`src/rtl/xram_gate.sv`:
```
module xram_gate #(
  parameter int AW = 16,
  parameter int DW = 8,
  parameter int LOW_BITS = 8,
  parameter logic [7:0] CTL_ADDR = 8'hB1,
  parameter logic [7:0] KEY_A = 8'hAA,
  parameter logic [7:0] KEY_B = 8'h55
) (
  input  logic          clk,
  input  logic          rst_n,
  input  logic          sfr_wr,
  input  logic [7:0]    sfr_addr,
  input  logic [7:0]    sfr_wdata,
  output logic [7:0]    sfr_rdata,
  input  logic          mem_rd,
  input  logic          mem_wr,
  input  logic [AW-1:0] mem_addr,
  input  logic [DW-1:0] mem_wdata,
  output logic [DW-1:0] mem_rdata,
  input  logic [DW-1:0] ext_data_in,
  output logic          ext_req,
  output logic          ext_rd_stb,
  output logic          ext_wr_stb,
  output logic [7:0]    ext_addr_lo,
  output logic [AW-9:0] ext_addr_hi,
  output logic [DW-1:0] ext_data_out,
  output logic          ext_data_oe,
  output logic          ext_drive_visible
);
  localparam int DEPTH = 1 << LOW_BITS;

  logic dis_q, vis_q, key1_q, key2_q;
  logic [1:0] aux_q;
  logic [DW-1:0] ram [DEPTH];

  wire ctl_sel = (sfr_addr == CTL_ADDR);
  wire ctl_wr  = sfr_wr & ctl_sel;
  wire unused_wdata = ^{sfr_wdata[7:6], sfr_wdata[3:2]};

  always_ff @(posedge clk or negedge rst_n) begin
    if (!rst_n) begin
      dis_q  <= 1'b1;
      vis_q  <= 1'b0;
      aux_q  <= 2'b10;
      key1_q <= 1'b0;
      key2_q <= 1'b0;
    end else begin
      key1_q <= ctl_wr && (sfr_wdata == KEY_A);
      key2_q <= ctl_wr && key1_q && (sfr_wdata == KEY_B);
      if (ctl_wr) begin
        vis_q <= sfr_wdata[1];
        aux_q <= sfr_wdata[5:4];
        if (key2_q) dis_q <= sfr_wdata[0];
      end
    end
  end

  assign sfr_rdata = ctl_sel ? {2'b00, aux_q, 2'b00, vis_q, dis_q} : 8'h00;

  wire [LOW_BITS-1:0] idx = mem_addr[LOW_BITS-1:0];
  wire access   = mem_rd | mem_wr;
  wire in_win   = &mem_addr[AW-1:LOW_BITS];
  wire hit      = in_win & ~dis_q;
  wire internal = access & hit;
  wire show     = internal & vis_q;
  wire bus_on   = ext_req | show;
  wire [DW-1:0] ram_q = ram[idx];

  assign ext_req           = access & ~hit;
  assign ext_drive_visible = show;
  assign ext_rd_stb        = mem_rd & bus_on;
  assign ext_wr_stb        = mem_wr & bus_on;
  assign ext_addr_lo       = bus_on ? mem_addr[7:0] : 8'h00;
  assign ext_addr_hi       = bus_on ? mem_addr[AW-1:8] : '0;
  assign ext_data_oe       = (mem_wr & bus_on) | (mem_rd & show);
  assign ext_data_out      = !ext_data_oe ? '0 : (mem_wr ? mem_wdata : ram_q);

  always_ff @(posedge clk) begin
    if (internal && mem_wr) ram[idx] <= mem_wdata;
  end

  always_ff @(posedge clk or negedge rst_n) begin
    if (!rst_n) mem_rdata <= '0;
    else if (mem_rd) mem_rdata <= hit ? ram_q : ext_data_in;
  end
endmodule

```
`config.mk`:
```
export PLATFORM = sky130hd
export DESIGN_NAME = xram_gate
export DESIGN_NICKNAME = d
export VERILOG_FILES = /design/src/rtl/xram_gate.sv
export SDC_FILE = /design/constraint.sdc
export NUM_CORES = 2
export LEC_CHECK = 0
export BUFFER_PORTS_ARGS = -buffer_cell sky130_fd_sc_hd__buf_2
export CAP_MARGIN = 5
export CORE_AREA = 2 2 347 417
export DETAILED_ROUTE_END_ITERATION = 16
export DIE_AREA = 0 0 349 419
export MAX_ROUTING_LAYER = met4
export PLACE_DENSITY = 0.78
export SETUP_SLACK_MARGIN = 0.4
export SLEW_MARGIN = 30
export SYNTH_ARGS = -nofsm -noshare
export SYNTH_HDL_FRONTEND = slang
export SYNTH_SLANG_ARGS = --single-unit
```
`constraint.sdc`:
```
create_clock -name clk -period 3.1 [get_ports clk]
set_input_delay 0 -clock clk [delete_from_list [all_inputs] [get_ports clk]]
set_output_delay 0 -clock clk [all_outputs]
set_load 0.03 [all_outputs]
```
Word-level counts from Yosys, hierarchy flattened. Memories as Yosys holds them, arrays and structs flattened. Index checks and enable logic that the tools add are counted.

Equal/unequal tests: 3. Muxes and demuxes: 8. Bitwise gates (word level): 13. Reduce and logical (&&, ||, !) cells: 6.

Operator list (count): 8-bit two-way mux (5); 8-bit == test, second input constant (2); 1-bit bitwise AND (8); 8-bit by 7-bit == test with 1-bit output, second input constant (1); 8-bit AND reduction (1); 6-bit two-way mux (1); 1-bit logical AND (4); 1-bit OR (3); 1-bit two-way mux (2); 1-bit inverter (2); 2-bit AND reduction (1).

Bits in registers: 14. RAM bits: 2048. Output and inout port bits: 45. Logic and storage cells: 37. Memories: 1.

Memories: ram (words 256, bits a word 8, rd ports 1, clocked after memory_dff 0, wr ports 1, RTL line 34) `logic [DW-1:0] ram [DEPTH];`.

Depth between registers and ports, before layout.
Word-level depth: 8. Depth in mapped cells: 9. Gate-level depth less buffers: 6.

Worst setup path after synthesis. No wires, ideal clock.

Path kind: reg-to-reg. Start: register dis_q. End: memory ram[23][0] (enable). Setup time: 0.370 ns. Arrival: 2.341 ns. Path slack: 0.388 ns. Cell stages (with the launch flop): 8. Path buffers: 3. Clock period less this slack: 2.712 ns. Cells stage by stage: dfstp_2 > or4b_2 > clkbuf_1 > clkbuf_1 > nor2_1 > nand2_1 > clkbuf_1 > nor2_1.

Cells in the longest elaborated chain, start to end: 6.

Ends and longest elaborated chain: start: declaration (RTL line 32) `logic dis_q, vis_q, key1_q, key2_q;`; start signal: assignment (RTL line 53) `if (key2_q) dis_q <= sfr_wdata[0];`; 1-bit inverter (RTL line 63) `wire hit = in_win & ~dis_q;`; 1-bit bitwise AND (RTL line 63); 1-bit bitwise AND (RTL line 64) `wire internal = access & hit;`; 1-bit logical AND (RTL line 79) `if (internal && mem_wr) ram[idx] <= mem_wdata;`; 1-bit two-way mux (RTL line 79); 1-bit two-way mux (not written as such) (RTL line 79); end: declaration (RTL line 34).

Every way passes these cells.

Worst setup path in the final report.
Start: memory ram[3][1]. End: output port ext_data_out[1].

Cells in the longest elaborated chain, start to end: 3.

Ends and longest elaborated chain: memory read 256 x 8 bit; 8-bit two-way mux (2 in a row) (RTL line 76) `assign ext_data_out = !ext_data_oe ? '0 : (mem_wr ? mem_wdata : ram_q);`; end: declaration (RTL line 26) `output logic [DW-1:0] ext_data_out,`.

Every way passes these cells.

==> flow_metrics.env <==
export IMPL_final_max_slew_viol_count=0
export IMPL_grt_pass1_wl_um=296000
export IMPL_synth_edff_count=2048
export IMPL_dpl_cell_count=5855
export IMPL_cap_viol_max_count=0
export IMPL_die_h_um=419
export IMPL_die_area_um2=146000
export IMPL_met3_length_um=21600
export IMPL_fillers=8517
export IMPL_cts_reportedPaths_clkPinSlew_ns=0.07
export IMPL_post_route_util_pct=64.8
export IMPL_start_util_pct=55.6
export IMPL_num_rows=152
export IMPL_dpl_worst_slack_ns=-0.480
export IMPL_ys_ff_latch=2062
export IMPL_antenna_found_initial=3
export IMPL_end_kind="primary output"
export IMPL_syn_area_um2=79200
export IMPL_grt_pass1_vias=42700
export IMPL_wire_per_inst_um=33.1
export IMPL_p_total_uw=55500
export IMPL_crit_required_ns=3.10
export IMPL_layout_setup_ws_ns=-0.460
export IMPL_highest_signal_layer="met4"
export IMPL_async_reset_ff_share_pct=0.679
export IMPL_r2r_cells=7
export IMPL_cts_buffer_depth=3
export IMPL_io_buffers=93
export IMPL_drt_iter0_drc=6709
export IMPL_drt_pass1_iterations=10
export IMPL_cts_tree="built"
export IMPL_clk_latency_ns=0.83
export IMPL_core_area_um2=142000
export IMPL_numClockSinks=2062
export IMPL_power_density_nw_per_um2=601
export IMPL_critPathLaunchType="register"
export IMPL_track_usage_pct=29.2
export IMPL_cp_arrival_ns=3.56
export IMPL_htree_levels=4
export IMPL_yosysMostFrequentCell="edfxtp_1"
export IMPL_critical_path_class="register to primary output"
export IMPL_leakage_uw=0.0294
export IMPL_nets=4300
export IMPL_synth_seq_area_share_pct=78.1
export IMPL_synth_top_area_share_pct=77.7
export IMPL_grt_remaining_overflow=0
export IMPL_rsz0062_at_grt="true"
export IMPL_die_w_um=349
export IMPL_grt_max_degree=125
export IMPL_violations="negative setup slack"
export IMPL_ant_nets=0
export IMPL_postSynthCellCount=3641
export IMPL_hold_violations=0
export IMPL_place_gp_congestion=0.910
export IMPL_status="finished with violations"
export IMPL_design_area_um2=92300
export IMPL_min_period_ns=3.56
export IMPL_ys_types=35
export IMPL_dpl_cell_area_um2=85600
export IMPL_instances_no_fill=6248
export IMPL_worstPathMaxFanout=2
export IMPL_min_path_type="input port to register"
export IMPL_timing_fmax_mhz=281
export IMPL_finalSetupViolCount=8
export IMPL_slew_headroom_pct=28.7
export IMPL_vias_per_cell=6.77
export IMPL_cts_made_buffers=179
export IMPL_worst_slew_pin_slew_ns=1.07
export IMPL_wirelength_um=207000
export IMPL_root_buffer="clkbuf_16"
export IMPL_dp_hpwl_um=122000
export IMPL_hold_depth=4
export IMPL_wl_met2_um=104000
export IMPL_syn_to_final_growth_pct=16.6
export IMPL_yosys_warnings=0
export IMPL_syn_area_per_cell_um2=21.7
export IMPL_timing_final_crit_share_pct=115
export IMPL_drive_above_1_share_pct=33.7
export IMPL_wl_met1_um=69100
export IMPL_vias=42300
export IMPL_synth_common_cells="edfxtp_1, mux4_2, nor2_1, a22oi_1, clkbuf_1"
export IMPL_drc=0
export IMPL_synth_ff_type="edfxtp_1"
export IMPL_yosysTopAreaCell="edfxtp_1"
export IMPL_vdd_drop_max_uv=614
export IMPL_synthTopCellsByArea="edfxtp_1, mux4_2, a22oi_1, nor2_1, a21oi_1"
export IMPL_finClkSkew_ns=0.0292
export IMPL_ioPinCount=98
==> through the flow <==
step           hold WS, ns  TNS [ns]
2_1_floorplan       -0.296         0
3_3_place_gp       -0.0894     -5.02
3_5_place_dp       -0.0851     -3.88
4_1_cts             0.0555     -2.74
5_1_grt              0.121     -3.06
6_report            0.0992     -2.98
==> worst max-delay path, cell delays in order, from the launching register on <==
cell and delay (ns):
edfxtp_1 0.40, mux4_2 0.52, a22oi_1 0.42, a21oi_1 0.14, o41ai_1 0.66, and4_4 0.37, o22ai_4 0.08, buf_6 0.15
==> power by group <==
part	switching (µW)	internal [µW]	total (µW)
combinational	1920	1140	3060
sequential	9.69	30600	30600
clock	9850	11900	21800
total	11800	43700	55500
==> path summary, 6_finish.rpt <==
| check | startpoint | to | slack (ns) |
|---|---|---|---|
| worst max-delay path | ram[3][1]$_DFFE_PP_ | ext_data_out[1] | -0.46 |
| worst min-delay path | sfr_wr | dis_q$_DFFE_PN1P_ | 0.1 |
| worst max register to register | ram[3][1]$_DFFE_PP_ | mem_rdata[1]$_DFFE_PN0P_ | 0.21 |
| worst min register to register | mem_rdata[2]$_DFFE_PN0P_ | mem_rdata[2]$_DFFE_PN0P_ | 0.59 |
| max in group asynchronous | rst_n | mem_rdata[0]$_DFFE_PN0P_ | 2.31 |
| min in group asynchronous | rst_n | key1_q$_DFF_PN0_ | 0.35 |
==> cell type report <==
type | instances | area [µm²] | share of cell area [%]
Clock buffer | 219 | 4670 | 5.06
Clock inverter | 112 | 950 | 1.03
Multi-Input combinational cell | 1334 | 16800 | 18.2
Sequential cell | 2062 | 61900 | 67.0
Inverter | 12 | 48.8 | 0.0529
Antenna cell | 3 | 7.51 | 0.00813
Tap cell | 1848 | 2310 | 2.51
Timing Repair Buffer | 658 | 5640 | 6.11
==> routing by layer <==
metal,vias up,GRT usage (%)
met1,21900,35.5
met3,644,5.38
li1,16600,-
met4,0,15.3
met5,-,-
met2,3265,47.1
==> cell families after synthesis <==
kind of cell | Yosys count | synth area share [%]
buffers and inverters | 248 | 1.45
and+or+nand+nor | 379 | 2.04
other | 1 | 0.00474
AOI/OAI and AO/OA | 435 | 3.76
DFF | 2062 | 78.1
muxes | 516 | 14.6
==> cells in the final DEF, fill, tap and decap left out, drive strengths merged <==
| cell | netlist | final |
|---|---|---|
| nand2 | 41 | 41 |
| mux4 | 512 | 512 |
| o22ai | 9 | 9 |
| conb | 1 | 4 |
| nor2 | 269 | 269 |
| nand4b | 1 | 1 |
| a22oi | 256 | 256 |
| buf | 91 | 594 |
| or2 | 2 | 2 |
| and3 | 1 | 1 |
| nand2b | 3 | 3 |
| dlygate4sd3 | 0 | 55 |
| dfrtp | 12 | 12 |
| nor2b | 6 | 6 |
| edfxtp | 2048 | 2048 |
| and4 | 8 | 8 |
| dlymetal6s4s | 0 | 1 |
| o41ai | 32 | 32 |
| inv | 12 | 24 |
| and2 | 23 | 23 |
| dfstp | 2 | 2 |
| or4b | 1 | 1 |
| nand3 | 14 | 14 |
| nor3b | 2 | 2 |
| a21oi | 130 | 130 |
| clkinv | 0 | 77 |
| o221ai | 8 | 8 |
| bufinv | 0 | 14 |
| diode | 0 | 3 |
| clkbuf | 145 | 227 |
| and3b | 1 | 1 |
| mux2 | 4 | 4 |
| clkinvlp | 0 | 9 |
| nor4 | 1 | 1 |
| nor4bb | 3 | 3 |
| nand4 | 2 | 2 |
| nor3 | 1 | 1 |
==> sequential cells by signal, indices dropped and copies added, names as in the netlist <==
name / cells
vis_q: 1
key2_q: 1
dis_q: 1
key1_q: 1
ram: 2048
mem_rdata: 8
aux_q: 2
==> timing repair <==
item	4_1_cts	5_1_grt
pin swaps	17	15
buffers inserted	0	3
resized for setup	79	24
hold buffers	56	0
endpoints found under the setup margin	1404	29
gates cloned	0	0
endpoints found under the hold margin	605	0
No activity file was read; power rests on OpenSTA's default activity.
